## src/rtl/acc8_pkg.sv

```systemverilog
package acc8_pkg;
  localparam int DW = 8;
  localparam int IW = 6;
  localparam int FW = 4;

  typedef enum logic [3:0] {
    OP_NOP, OP_LDA, OP_STA, OP_ADD, OP_NOT,
    OP_NEG, OP_OUT, OP_JMPA, OP_LDI, OP_BCC
  } op_e;

  // nibble -> data width, sign extended
  function automatic logic [DW-1:0] sext_nib(input logic [FW-1:0] n);
    return {{(DW-FW){n[FW-1]}}, n};
  endfunction

  // {carry, sum}
  function automatic logic [DW:0] add_c(input logic [DW-1:0] a, input logic [DW-1:0] b);
    return {1'b0, a} + {1'b0, b};
  endfunction

  // {carry, result}: carry out of (~a + 1), set only for a == 0
  function automatic logic [DW:0] neg_c(input logic [DW-1:0] a);
    return {1'b0, ~a} + {{DW{1'b0}}, 1'b1};
  endfunction

  function automatic logic [DW-1:0] rel_target(input logic [DW-1:0] pc,
                                               input logic [FW-1:0] off);
    return pc + sext_nib(off);
  endfunction
endpackage

```

## src/rtl/acc8_decode.sv

```systemverilog
module acc8_decode
  import acc8_pkg::*;
#(
  parameter bit EXT  = 1'b0,
  parameter int NREG = 8,
  localparam int RW  = $clog2(NREG)
) (
  input  logic [IW-1:0] instr,
  output op_e           op,
  output logic [RW-1:0] ridx,
  output logic [FW-1:0] fld
);
  assign ridx = instr[RW-1:0];
  assign fld  = instr[FW-1:0];

  always_comb begin
    op = OP_NOP;
    unique case (instr[5:4])
      2'b00: op = instr[3] ? OP_STA : OP_LDA;
      2'b01: begin
        if (!instr[3]) op = OP_ADD;
        else begin
          case (instr[2:0])
            3'd0:    op = OP_NOT;
            3'd1:    op = OP_NEG;
            3'd2:    op = OP_OUT;
            3'd3:    op = EXT ? OP_NOP : OP_JMPA;
            default: op = OP_NOP;
          endcase
        end
      end
      2'b10: op = OP_LDI;
      2'b11: op = OP_BCC;
      default: op = OP_NOP;
    endcase
  end
endmodule

```

## src/rtl/acc8_regfile.sv

```systemverilog
module acc8_regfile
  import acc8_pkg::*;
#(
  parameter int NREG = 8,
  localparam int RW  = $clog2(NREG)
) (
  input  logic          clk,
  input  logic          rst_n,
  input  logic [RW-1:0] addr,
  input  logic          we,
  input  logic [DW-1:0] wdata,
  output logic [DW-1:0] rdata
);
  logic [DW-1:0] mem [NREG];

  for (genvar g = 0; g < NREG; g++) begin : g_reg
    always_ff @(posedge clk or negedge rst_n) begin
      if (!rst_n)                         mem[g] <= '0;
      else if (we && addr == RW'(g))      mem[g] <= wdata;
    end
  end

  // single port: the read uses the same address as the write
  assign rdata = mem[addr];
endmodule

```

## src/rtl/acc8_alu.sv

```systemverilog
module acc8_alu
  import acc8_pkg::*;
#(
  parameter bit EXT = 1'b0
) (
  input  op_e           op,
  input  logic [DW-1:0] acc,
  input  logic [DW-1:0] rdata,
  input  logic [FW-1:0] fld,
  input  logic          carry,
  input  logic          iflag,
  output logic [DW-1:0] acc_nxt,
  output logic          carry_nxt,
  output logic          iflag_nxt,
  output logic          reg_we
);
  logic [DW:0] sum, neg;
  assign sum = add_c(acc, rdata);
  assign neg = neg_c(acc);

  always_comb begin
    acc_nxt   = acc;
    carry_nxt = carry;
    iflag_nxt = 1'b0;
    reg_we    = 1'b0;
    case (op)
      OP_LDA: acc_nxt = rdata;
      OP_STA: reg_we  = 1'b1;
      OP_ADD: {carry_nxt, acc_nxt} = sum;
      OP_NOT: acc_nxt = ~acc;
      OP_NEG: begin
        acc_nxt = neg[DW-1:0];
        if (EXT) carry_nxt = neg[DW];
      end
      OP_LDI: begin
        if (iflag) acc_nxt = {acc[FW-1:0], fld};
        else       acc_nxt = sext_nib(fld);
        iflag_nxt = !iflag;
      end
      OP_BCC: carry_nxt = 1'b0;  // taken needs carry clear; not taken clears it
      default: ;
    endcase
  end
endmodule

```

## src/rtl/acc8_pcu.sv

```systemverilog
module acc8_pcu
  import acc8_pkg::*;
#(
  parameter bit EXT = 1'b0
) (
  input  op_e           op,
  input  logic [DW-1:0] pc,
  input  logic [DW-1:0] acc,
  input  logic [FW-1:0] fld,
  input  logic          carry,
  input  logic          iflag,
  output logic [DW-1:0] pc_nxt,
  output logic          br_taken
);
  assign br_taken = (op == OP_BCC) && !carry;

  always_comb begin
    pc_nxt = pc + 1'b1;
    if (br_taken) begin
      if (EXT && iflag) pc_nxt = {acc[FW-1:0], fld};
      else              pc_nxt = rel_target(pc, fld);
    end else if (op == OP_JMPA) begin
      pc_nxt = acc;
    end
  end
endmodule

```

## src/rtl/acc8_core.sv

```systemverilog
module acc8_core
  import acc8_pkg::*;
#(
  parameter bit EXT  = 1'b0,
  parameter int NREG = 8,
  localparam int RW  = $clog2(NREG)
) (
  input  logic          clk,
  input  logic          rst_n,
  input  logic [IW-1:0] instr,
  output logic [DW-1:0] bus_out,
  output logic          out_valid,
  output logic [DW-1:0] out_data
);
  logic [DW-1:0] pc_q, acc_q;
  logic          carry_q, iflag_q;

  op_e           dec_op;
  logic [RW-1:0] dec_ridx;
  logic [FW-1:0] dec_fld;
  logic [DW-1:0] rf_rdata, acc_nxt, pc_nxt;
  logic          carry_nxt, iflag_nxt, rf_we, br_taken;

  // named events for the checks below
  logic ev_out, ev_sta, ev_bcc, ev_ldi, ev_jump;
  assign ev_out  = (dec_op == OP_OUT);
  assign ev_sta  = (dec_op == OP_STA);
  assign ev_bcc  = (dec_op == OP_BCC);
  assign ev_ldi  = (dec_op == OP_LDI);
  assign ev_jump = br_taken || (dec_op == OP_JMPA);

  acc8_decode #(.EXT(EXT), .NREG(NREG)) u_dec (
    .instr(instr), .op(dec_op), .ridx(dec_ridx), .fld(dec_fld)
  );

  acc8_regfile #(.NREG(NREG)) u_rf (
    .clk(clk), .rst_n(rst_n), .addr(dec_ridx), .we(rf_we),
    .wdata(acc_q), .rdata(rf_rdata)
  );

  acc8_alu #(.EXT(EXT)) u_alu (
    .op(dec_op), .acc(acc_q), .rdata(rf_rdata), .fld(dec_fld),
    .carry(carry_q), .iflag(iflag_q), .acc_nxt(acc_nxt),
    .carry_nxt(carry_nxt), .iflag_nxt(iflag_nxt), .reg_we(rf_we)
  );

  acc8_pcu #(.EXT(EXT)) u_pcu (
    .op(dec_op), .pc(pc_q), .acc(acc_q), .fld(dec_fld), .carry(carry_q),
    .iflag(iflag_q), .pc_nxt(pc_nxt), .br_taken(br_taken)
  );

  always_ff @(posedge clk or negedge rst_n) begin
    if (!rst_n) begin
      pc_q      <= '0;
      acc_q     <= '0;
      carry_q   <= 1'b0;
      iflag_q   <= 1'b0;
      out_valid <= 1'b0;
      out_data  <= '0;
    end else begin
      pc_q      <= pc_nxt;
      acc_q     <= acc_nxt;
      carry_q   <= carry_nxt;
      iflag_q   <= iflag_nxt;
      out_valid <= ev_out;
      if (ev_out) out_data <= acc_q;
    end
  end

  // clock-phase multiplexed output
  assign bus_out = clk ? pc_q : acc_q;

  // OUT strobes next cycle with the accumulator it saw
  p_out_strobe_r9: assert property (@(posedge clk) disable iff (!rst_n)
    ev_out |=> out_valid && out_data == $past(acc_q));

  // a store leaves the accumulator alone
  p_store_keeps_acc_r4: assert property (@(posedge clk) disable iff (!rst_n)
    ev_sta |=> acc_q == $past(acc_q));

  // a branch never leaves the carry set
  p_branch_clears_carry_r7: assert property (@(posedge clk) disable iff (!rst_n)
    ev_bcc |=> !carry_q);

  // the pairing flag survives only across an immediate
  p_iflag_only_ldi_r3: assert property (@(posedge clk) disable iff (!rst_n)
    !ev_ldi |=> !iflag_q);

  // sequential instructions step the counter by one
  p_pc_step_r12: assert property (@(posedge clk) disable iff (!rst_n)
    !ev_jump |=> pc_q == $past(pc_q) + 8'd1);
endmodule

```

## config.mk

```make
export PLATFORM = sky130hd
export DESIGN_NAME = acc8_core
export DESIGN_NICKNAME = d
export VERILOG_FILES = /design/src/rtl/acc8_pkg.sv /design/src/rtl/acc8_decode.sv /design/src/rtl/acc8_regfile.sv /design/src/rtl/acc8_alu.sv /design/src/rtl/acc8_pcu.sv /design/src/rtl/acc8_core.sv
export SDC_FILE = /design/constraint.sdc
export NUM_CORES = 1
export LEC_CHECK = 0
export BUFFER_PORTS_ARGS = -buffer_cell sky130_fd_sc_hd__buf_2
export CORE_ASPECT_RATIO = 2
export CORE_MARGIN = 2
export CORE_UTILIZATION = 35
export DETAILED_ROUTE_END_ITERATION = 10
export HOLD_SLACK_MARGIN = 0.03
export PLACE_DENSITY = 0.57
export SYNTH_ARGS = -nofsm -noshare
export SYNTH_HDL_FRONTEND = slang
export SYNTH_SLANG_ARGS = --single-unit
export TNS_END_PERCENT = 1
```

## constraint.sdc

```tcl
create_clock -name clk -period 3 [get_ports clk]
set_input_delay 0 -clock clk [delete_from_list [all_inputs] [get_ports clk]]
set_output_delay 0 -clock clk [all_outputs]
set_load 0.03 [all_outputs]
```

==> summary.md <==
| Metric | Value |
|---|---|
| Run status | complete, no violations |
| Die X | 91.1 um |
| Area Overhead vs Synth | 15.7% |
| CTS tree | yes |
| Top FF cell, synth | dfrtp_1 |
| R2r worst-path depth | 10 |
| Worst path max stage delay | 0.46 ns |
| I/O pins | 25 |
| Sequential area share after synthesis | 0.429 |
| CP startpoint kind | flop |
| Initial DRT Pass Iterations | 4 |
| Commonest cells after routing, fill and taps aside | 91 x dfrtp_1, 65 x nand2_1, 62 x mux2_2 |
| Dpl cells | approximately 700 |
| Global-route wire length before repair | 23500 um |
| Clock latency on the worst-skew pair | 0.47 ns |
| LEAKAGE | 2.78 nW |
| Yosys warning count | 0 |
| Commonest non-fill, non-tap cell in the layout | dfrtp_1 |
| Height of the chip | 178 um |
| Total power | 5.32 mW |
| Die area | 16200 um^2 |
| Largest delay contributor family on the critical path | compound AO/OA/AOI/OAI gates |
| Post-route setup slack | 0.237 ns |
| Drt total wl | 14500 um |
| Critical path depth | 10 |
| Setup violators final | 0 |
| Cell area after synthesis | about 5300 um^2 |
| Syn_nets | 510 |
| Worst Path Buf+Inv | 0 |
| Setup TNS | 0 ns |
| Worst slew pin tran | 0.845 ns |
| FMAX | 0.362 GHz |
| Tcrit/Tclk final | 0.921 |
| Setup Skew | 0.00907 ns |
| # DRC | 0 |
| Synth unique cells | 63 |
| Ant. Diodes | 0 |
| EDFF count, synth | 0 |
| Critical path peak fanout | 3 |
| Pwr Density | 866 nW/um^2 |
| Worst path slowest cell | mux4_2 |
| Worst VDD drop | 0.344 mV |
| Mapped Cells | approximately 480 |
| DP Area | 5610 um^2 |
| Fin util | 0.414 |
| Maxcap violations | 0 |
| Grt total ovfl | 0 |
| Multi-input gate area in the final layout | 2840 um^2 |
| WP data required | 3.35 ns |
| Core Region | 14800 um^2 |
| DR iter-0 viols | 159 |
| DP HPWL | 10500 um |
| DRT antenna net count | 0 |
| Final slew viol count | 0 |
| Mean post-synth cell area | 11.0 um^2 |
| Share of layout cells above drive strength 1 | 0.293 |
| Sequential cell area | 2280 um^2 |
| RSZ-0062 raised after global routing | false |
| Vias per cell | 5.54 |
| Hold Fails Final Rpt | 0 |
| Final min period | 2.76 ns |
| Worst-case hold slack | 0.0399 ns |
| Total GRT Usage | 0.194 |
| # fillers | 1464 |
| Cells along the critical path | mux4_2 > nand2_1 > nand2_1 > ha_1 > fa_1 > a211oi_1 > o21bai_1 > a211oi_1 > o21ba_2 > a21oi_1 |
| Hold path cells | 4 |
| Clock slew at reported path FFs | 0.07 ns |
| Final Cell Area | 6140 um^2 |
| Nets | 538 |
| Seq cells post-synth | just over 90 |
| Initial antenna violation count | 0 |
| # rows | 63 |
| Port bufs | 24 |
| Vias in the first global route | 4418 |
| Worst setup EP type | flop |
| Largest net degree at the start of global routing | 56 |
| Min-Delay Path Class | in -> reg |
| Routed vias | just under 4k |
| Initial Util | 0.358 |
| Dpl ws | 0.261 ns |
| Arr. time, crit path | 3.11 ns |
| Post-synth ARST share | 1.00 |
| Post-route insts no fill | 713 |
| WL per Instance | ~20 um |
| Routability Congestion | 0.899 |
| Slew margin rel. | 0.432 |
| Crit Path Category | reg -> reg |
-- cells by family after synthesis --
logic type,count (synthesis),synth area share
flops,91,0.429
xor+xnor,13,0.0215
fa+ha+maj,19,0.0476
compound gates,98,0.120
simple gates,138,0.129
buf+inv,38,0.0354
mux,86,0.218
-- layer usage --
metal / GRT usage / wire length [um] / vias to the layer above
met5: 0 / 0 / -
met4: 0.149 / 784 / 0
met3: 0.0384 / 449 / 50
met2: 0.352 / 8050 / 109
met1: 0.190 / 5220 / 1973
li1: - / - / 1821
-- where the power goes --
| group | total, mW | switching (mW) | leakage (nW) | internal, mW |
|---|---|---|---|---|
| Combinational | 1.35 | 0.708 | 1.29 | 0.645 |
| Sequential | 1.81 | 0.292 | 1.18 | 1.51 |
| Clock | 2.16 | 0.888 | 0.305 | 1.27 |
-- synth_stat cells (7+ instances only) --
master | instances | area (um^2)
a211oi_1 | 9 | 67.6
a21oi_1 | 18 | 90.1
buf_2 | 12 | 60.1
clkbuf_1 | 12 | 45.0
dfrtp_1 | 91 | 2280
ha_1 | 17 | 213
inv_1 | 9 | 33.8
mux2_2 | 62 | 698
mux4_2 | 16 | 360
nand2_1 | 65 | 244
nand2b_1 | 8 | 50.1
nand3_1 | 7 | 35.0
nor2_1 | 19 | 71.3
nor2b_1 | 8 | 50.1
o21ai_0 | 31 | 155
o21ai_1 | 9 | 45.0
xnor2_1 | 8 | 70.1
-- path summary, 6_finish.rpt --
path                                   start           end  slack, ns
worst max-delay path            u_rf.mem[16]       carry_q       0.24
worst min register to register  u_rf.mem[24]  u_rf.mem[24]       0.48
worst min-delay path                instr[4]       carry_q       0.04
worst max register to register  u_rf.mem[16]       carry_q       0.24
min in group asynchronous              rst_n   out_data[0]       0.13
max in group asynchronous              rst_n  u_rf.mem[47]       2.12
-- worst register-to-register path, cell delays in order (launching register included) --
cell,delay [ns]
dfrtp_1,0.37
mux4_2,0.46
nand2_1,0.11
nand2_1,0.09
ha_1,0.23
fa_1,0.44
a211oi_1,0.31
o21bai_1,0.16
a211oi_1,0.25
o21ba_2,0.17
a21oi_1,0.06
-- area by class of cell --
| type | count | share of cell area |
|---|---|---|
| repair buffers | 30 | 0.0314 |
| multi-input cells | 354 | 0.463 |
| clock buffers | 28 | 0.0792 |
| clock inverters | 5 | 0.00998 |
| inverters | 10 | 0.00611 |
| well taps | 195 | 0.0397 |
| flip-flops and latches | 91 | 0.371 |
-- flip-flops by register name (all words and copies together), names as in the netlist --
signal     count
pc_q           8
u_rf.mem      64
out_valid      1
carry_q        1
out_data       8
iflag_q        1
acc_q          8
-- timing repair --
action	CTS	global route
hold buffers	2	0
setup buffers	0	0
gates resized for setup	0	0
hold endpoints to repair	54	0
No activity file was read; power rests on OpenSTA's default activity.
